<file path="src/rtl/terr_pkg.sv">
package terr_pkg;
  // Register offsets decoded by the register port.
  localparam int unsigned OFF_CAUSE = 0;
  localparam int unsigned OFF_DIS   = 1;
  localparam int unsigned OFF_IEN   = 2;
  localparam int unsigned OFF_ATTR  = 3;
  localparam int unsigned OFF_ADDR  = 4;
  // Cause bit of the write-protect class.
  localparam int unsigned WP_BIT    = 10;
endpackage

</file>
<file path="src/rtl/terr_cause.sv">
module terr_cause #(
  parameter int N_ERR = 12
) (
  input  logic             clk,
  input  logic             rst,
  input  logic [N_ERR-1:0] err_pulse,
  input  logic [N_ERR-1:0] dis_mask,
  input  logic [N_ERR-1:0] clr_mask,
  output logic [N_ERR-1:0] hit,
  output logic [N_ERR-1:0] cause_nxt,
  output logic [N_ERR-1:0] cause_q
);
  // Accepted errors are the pulses whose checking is not disabled.
  assign hit       = err_pulse & ~dis_mask;
  // Set has priority over a same-cycle clear.
  assign cause_nxt = (cause_q & ~clr_mask) | hit;

  always_ff @(posedge clk) begin
    if (rst) cause_q <= '0;
    else     cause_q <= cause_nxt;
  end
endmodule

</file>
<file path="src/rtl/terr_capture.sv">
module terr_capture #(
  parameter int N_ERR  = 12,
  parameter int ADDR_W = 24,
  parameter int ATTR_W = 16
) (
  input  logic                    clk,
  input  logic                    rst,
  input  logic [N_ERR-1:0]        hit,
  input  logic [N_ERR-1:0]        cause_q,
  input  logic [N_ERR*ADDR_W-1:0] err_addr,
  input  logic [N_ERR*ATTR_W-1:0] err_attr,
  output logic [ADDR_W-1:0]       cap_addr,
  output logic [ATTR_W-1:0]       cap_attr
);
  logic [ADDR_W-1:0] addr_a [N_ERR];
  logic [ATTR_W-1:0] attr_a [N_ERR];
  logic [ADDR_W-1:0] sel_addr;
  logic [ATTR_W-1:0] sel_attr;
  logic              load;

  for (genvar g = 0; g < N_ERR; g++) begin : g_slice
    assign addr_a[g] = err_addr[g*ADDR_W +: ADDR_W];
    assign attr_a[g] = err_attr[g*ATTR_W +: ATTR_W];
  end

  // Scan from the top so the lowest accepted class wins.
  always_comb begin
    sel_addr = '0;
    sel_attr = '0;
    for (int k = N_ERR-1; k >= 0; k--) begin
      if (hit[k]) begin
        sel_addr = addr_a[k];
        sel_attr = attr_a[k];
      end
    end
  end

  // Only the first error after an empty cause register is kept.
  assign load = (|hit) && (cause_q == '0);

  always_ff @(posedge clk) begin
    if (rst) begin
      cap_addr <= '0;
      cap_attr <= '0;
    end else if (load) begin
      cap_addr <= sel_addr;
      cap_attr <= sel_attr;
    end
  end
endmodule

</file>
<file path="src/rtl/terr_regif.sv">
module terr_regif
  import terr_pkg::*;
#(
  parameter int DATA_W = 24,
  parameter int REG_AW = 3,
  parameter int N_ERR  = 12,
  parameter int ADDR_W = 24,
  parameter int ATTR_W = 16
) (
  input  logic              clk,
  input  logic              rst,
  input  logic [REG_AW-1:0] reg_addr,
  input  logic              wr_en,
  input  logic              rd_en,
  input  logic [DATA_W-1:0] wdata,
  input  logic [N_ERR-1:0]  cause_q,
  input  logic [ADDR_W-1:0] cap_addr,
  input  logic [ATTR_W-1:0] cap_attr,
  output logic [N_ERR-1:0]  clr_mask,
  output logic [N_ERR-1:0]  dis_q,
  output logic [N_ERR-1:0]  ien_q,
  output logic [N_ERR-1:0]  ien_nxt,
  output logic [DATA_W-1:0] rdata
);
  logic              wr_cause, wr_dis, wr_ien;
  logic [DATA_W-1:0] rd_mux;
  logic              unused_wd;

  assign unused_wd = ^wdata;
  assign wr_cause  = wr_en && (reg_addr == REG_AW'(OFF_CAUSE));
  assign wr_dis    = wr_en && (reg_addr == REG_AW'(OFF_DIS));
  assign wr_ien    = wr_en && (reg_addr == REG_AW'(OFF_IEN));

  assign clr_mask  = wr_cause ? wdata[N_ERR-1:0] : '0;
  assign ien_nxt   = wr_ien ? wdata[N_ERR-1:0] : ien_q;

  always_comb begin
    case (reg_addr)
      REG_AW'(OFF_CAUSE): rd_mux = DATA_W'(cause_q);
      REG_AW'(OFF_DIS):   rd_mux = DATA_W'(dis_q);
      REG_AW'(OFF_IEN):   rd_mux = DATA_W'(ien_q);
      REG_AW'(OFF_ATTR):  rd_mux = DATA_W'(cap_attr);
      REG_AW'(OFF_ADDR):  rd_mux = DATA_W'(cap_addr);
      default:            rd_mux = '0;
    endcase
  end

  always_ff @(posedge clk) begin
    if (rst) begin
      dis_q <= '0;
      ien_q <= '0;
      rdata <= '0;
    end else begin
      if (wr_dis) dis_q <= wdata[N_ERR-1:0];
      ien_q <= ien_nxt;
      if (rd_en) rdata <= rd_mux;
    end
  end
endmodule

</file>
<file path="src/rtl/terr_mgr.sv">
module terr_mgr #(
  parameter int DATA_W = 24,
  parameter int REG_AW = 3,
  parameter int N_ERR  = 12,
  parameter int ADDR_W = 24,
  parameter int ATTR_W = 16
) (
  input  logic                    clk,
  input  logic                    rst,
  input  logic [REG_AW-1:0]       reg_addr,
  input  logic                    wr_en,
  input  logic                    rd_en,
  input  logic [DATA_W-1:0]       wdata,
  output logic [DATA_W-1:0]       rdata,
  input  logic [N_ERR-1:0]        err_pulse,
  input  logic [N_ERR*ADDR_W-1:0] err_addr,
  input  logic [N_ERR*ATTR_W-1:0] err_attr,
  output logic                    irq
);
  logic [N_ERR-1:0]  hit, cause_nxt, cause_q, clr_mask, dis_q, ien_q, ien_nxt;
  logic [ADDR_W-1:0] cap_addr;
  logic [ATTR_W-1:0] cap_attr;

  terr_cause #(.N_ERR(N_ERR)) u_cause (
    .clk(clk), .rst(rst), .err_pulse(err_pulse), .dis_mask(dis_q),
    .clr_mask(clr_mask), .hit(hit), .cause_nxt(cause_nxt), .cause_q(cause_q)
  );

  terr_capture #(.N_ERR(N_ERR), .ADDR_W(ADDR_W), .ATTR_W(ATTR_W)) u_cap (
    .clk(clk), .rst(rst), .hit(hit), .cause_q(cause_q),
    .err_addr(err_addr), .err_attr(err_attr),
    .cap_addr(cap_addr), .cap_attr(cap_attr)
  );

  terr_regif #(.DATA_W(DATA_W), .REG_AW(REG_AW), .N_ERR(N_ERR),
               .ADDR_W(ADDR_W), .ATTR_W(ATTR_W)) u_regs (
    .clk(clk), .rst(rst), .reg_addr(reg_addr), .wr_en(wr_en), .rd_en(rd_en),
    .wdata(wdata), .cause_q(cause_q), .cap_addr(cap_addr), .cap_attr(cap_attr),
    .clr_mask(clr_mask), .dis_q(dis_q), .ien_q(ien_q), .ien_nxt(ien_nxt),
    .rdata(rdata)
  );

  // Interrupt is registered from next-state values so it tracks the registers.
  always_ff @(posedge clk) begin
    if (rst) irq <= 1'b0;
    else     irq <= |(cause_nxt & ien_nxt);
  end
endmodule

</file>
<file path="config.mk">
export PLATFORM = sky130hd
export DESIGN_NAME = terr_mgr
export DESIGN_NICKNAME = d
export VERILOG_FILES = /design/src/rtl/terr_pkg.sv /design/src/rtl/terr_cause.sv /design/src/rtl/terr_capture.sv /design/src/rtl/terr_regif.sv /design/src/rtl/terr_mgr.sv
export SDC_FILE = /design/constraint.sdc
export NUM_CORES = 1
export LEC_CHECK = 0
export BUFFER_PORTS_ARGS = -buffer_cell sky130_fd_sc_hd__buf_2
export CORE_AREA = 2 2 213 215
export CTS_CLUSTER_DIAMETER = 40
export DETAILED_ROUTE_END_ITERATION = 8
export DIE_AREA = 0 0 215 217
export GPL_TIMING_DRIVEN = 0
export PLACE_DENSITY = 0.54
export SLEW_MARGIN = 20
export SYNTH_ARGS = -nofsm -noshare
export SYNTH_HDL_FRONTEND = slang
export SYNTH_HIERARCHICAL = 1
export SYNTH_SLANG_ARGS = --single-unit
</file>
<file path="constraint.sdc">
create_clock -name clk -period 2.6 [get_ports clk]
set_input_delay 0.26 -clock clk [delete_from_list [all_inputs] [get_ports clk]]
set_output_delay 0.26 -clock clk [all_outputs]
set_load 0.01 [all_outputs]
</file>
==> results.toml <==
[timing]
clock_skew_ps = 16.5
rsz0062_at_grt = "yes"
drv_slew = 0
setup_viol = 0
clock.fmax_ghz = 0.391
post-route-period-util_pct = 98.3
final.min_clock_period_ps = 2560
slew_headroom_pct = 40.3
hold_viol_final = 0
tightest_slew_ps = 896

[pwr]
total_power_uw = 4610
ir_worst_vdd_mv = 0.263
p_leak_uw = 0.00526
p_per_area_mw_per_mm2 = 374

[critical_path]
crit_slowest_cell = "a31oi_1"
arrival_ps = 2810
cp.buffers_inverters = 3
critical-path-top-delay-family = "compound AO/OA/AOI/OAI gates"
r2r_setup_slack_ps = 40
slowest_delay_ps = 500
r2r-end = "u_cap/cap_addr[22]"
setup.worst_path.class = "reg -> reg"
cp-start-kind = "flop"
crit_chain = "nand2b_1 -> inv_1 -> buf_2 -> clkbuf_1 -> a21oi_1 -> o21ai_0 -> a31oi_1 -> o31ai_1 -> a32o_1"
rr_worst_depth = 9
path_max_fanout = 10
cp-end-kind = "flop"
required_ps = 2860
regToRegStartpoint = "u_regs/dis_q[7]"

[synth]
ys_ff_latch = 101
synth_top_area_share_pct = 24.0
synth.avg_cell_area_um2 = 8.19
yosysTopAreaCell = "dfxtp_1"
synth_area_mm2 = 0.00842
synth_seq_area_share_pct = 24.0
synth_nets = 1552
synth_warnings = 6
yosysUniqueCellTypes = 66
synthTopCellsByArea = "dfxtp_1 (24%), a221oi_1 (10%), o21ai_0 (4.6%), a221o_1 (4.4%), nor2b_1 (3.6%)"
synth_ff_type = "dfxtp_1"
synthCells = 1029
synth_edf_count = 0
synthArstFlopShare_pct = 0

[run_status]
status = "finished clean"

[cts]
clock_latency_ps = 370
path_clk_slew_ps = 80
cts_buffer_depth = 2
h-tree-depth = 3
cts-root-buf = "clkbuf_16"
cts_buffers = 9
cts_tree = "yes"
clock_sink_count = 101

[global_routing]
grt_max_degree = 20
antenna_found_initial = 10
grt_pass1_vias = 11600
grt_pass1_wl_mm = 80.6
gr-usage-all-layers_pct = 23.7
grt_remaining_overflow = 0

[final_layout]
syn2layout_area_growth_pct = 46.4
final_area_mm2 = 0.0123
layout-drive-gt1-share_pct = 47.0
final_nets = 2100
final_util_pct = 27.6
fillerInstances = 5002

[worst_hold_path]
hold_depth = 3
hold_end = "u_regs/dis_q[11]"
worst_hold_path_type = "in -> reg"
min_from = "wdata[11]"

[drt]
wl_per_cell_um = 26.4
ant_nets = 0
via_count = 11500
routed_via_density = 5.25
drtIter0Drc = 1031
routed_wl_mm = 57.9
dr.pass1.iters = 7
drc = 0

[place]
port-buffer-count = 534
place_congestion = 0.969
hpwlAfterDp_mm = 49.6
dpl_cell_area_mm2 = 0.0118

[flow_run]
cap_violations = 0

[die]
dieArea_mm2 = 0.0467
core-area_mm2 = 0.0447
rows = 78
die_y_um = 217
die_x_um = 215
io_pins = 548
start_util_pct = 18.8
[power breakdown]
group          total [uW]  switching, uW  internal [uW]  leakage [uW]
sequential           1630           37.3           1590      0.000822
combinational        1610            947            667       0.00430
clock                1370            690            676      0.000138
[metal layers]
metal,wire length (um),track usage [%]
met1,24700,30.2
met2,27300,40.9
met3,3980,3.76
met4,1840,7.79
met5,27,0
[how the worst max path moves through the flow]
stage	startpoint	depth (start not counted)	slack, ps	endpoint
floorplan	u_regs/dis_q[1]	9	690	u_cap/cap_attr[10]
global placement	err_pulse[2]	9	-560	u_cap/cap_attr[5]
detailed placement	err_pulse[2]	9	-550	u_cap/cap_attr[5]
CTS	u_regs/dis_q[4]	9	10	u_cap/cap_addr[7]
global route	u_regs/dis_q[8]	8	-50	u_cap/cap_attr[11]
finish	u_regs/dis_q[7]	9	40	u_cap/cap_addr[22]
[cell type report]
type	instances	area, um^2	area share (%)
multi-input cells	791	5830	47.3
plain buffers	118	638	5.18
repair buffers	538	2700	21.9
inverters	18	75.1	0.609
clock inverters	7	66.3	0.538
flip-flops and latches	101	2020	16.4
clock buffers	9	225	1.83
well taps	600	751	6.09
diodes	8	20.0	0.162
[worst register-to-register path, stage by stage (launching register included)]
cell and delay, ps:
dfxtp_1 340, nand2b_1 220, inv_1 60, buf_2 180
clkbuf_1 370, a21oi_1 280, o21ai_0 110, a31oi_1 500
o31ai_1 180, a32o_1 220
[synth_stat cells, types with 4 or more instances]
library cell / number
a32oi_1: 4
inv_1: 15
o21ai_1: 23
clkbuf_1: 71
nor2b_1: 49
nand2b_1: 39
o21a_1: 7
a311oi_1: 10
a31oi_1: 14
a211oi_1: 22
and2_1: 12
a222oi_1: 21
nor3_1: 18
o2111ai_1: 10
buf_4: 8
o211a_1: 7
dfxtp_1: 101
nor2_1: 59
mux2_2: 25
mux2_4: 10
buf_2: 24
a21oi_1: 40
o21ai_0: 77
o221a_2: 15
o211ai_1: 8
and2b_1: 10
a221oi_1: 97
buf_6: 13
o41ai_2: 13
nand2_1: 59
nand3b_1: 16
o22ai_1: 26
nor3_2: 7
o2111a_1: 5
a21oi_2: 11
a221o_1: 37
[sequential cells by signal, summed over array words and instances (netlist names)]
register         cells
irq                  1
u_cap/cap_addr      24
u_cap/cap_attr      16
u_cause/cause_q     12
u_regs/dis_q        12
u_regs/ien_q        12
u_regs/rdata        24
[through the flow]
stage          hold slack [ps]  TNS, ps  worst slack [ps]  std cells
2_1_floorplan              322        0               688       1029
3_3_place_gp               448    -5290              -560       2163
3_5_place_dp               455    -5140              -546       2163
4_1_cts                    152        0              10.9       2179
5_1_grt                    177     -108             -45.7       2188
6_report                   161        0              43.9       2190
[placed cells by master, fill, tap and decap left out, types with 15 or more instances in the layout]
| cell type | n |
|---|---|
| a221o_1 | 37 |
| nor2_1 | 57 |
| o21ai_0 | 75 |
| nor3_1 | 16 |
| mux2_2 | 25 |
| o22ai_1 | 26 |
| clkbuf_2 | 22 |
| o221a_2 | 15 |
| buf_2 | 557 |
| a21oi_1 | 40 |
| nand2b_1 | 38 |
| clkbuf_1 | 46 |
| o21ai_1 | 23 |
| nand2_1 | 59 |
| dfxtp_1 | 101 |
| nand3b_1 | 16 |
| nor2b_1 | 48 |
| a221oi_1 | 95 |
| a222oi_1 | 21 |
[logic make-up after synthesis]
| group | after synthesis | synth area share, % |
|---|---|---|
| compound gates | 465 | 43.6 |
| simple gates | 290 | 19.2 |
| buf+inv | 137 | 7.98 |
| flops | 101 | 24.0 |
| mux | 36 | 5.24 |
[repair_timing]
action / in CTS / in global routing
buffers inserted: 1 / 3
pin swaps: 0 / 7
endpoints found under the setup margin: 40 / 34
hold buffers: 0 / 0
resized for setup: 28 / 38
Power figures use the tool's default switching activity.
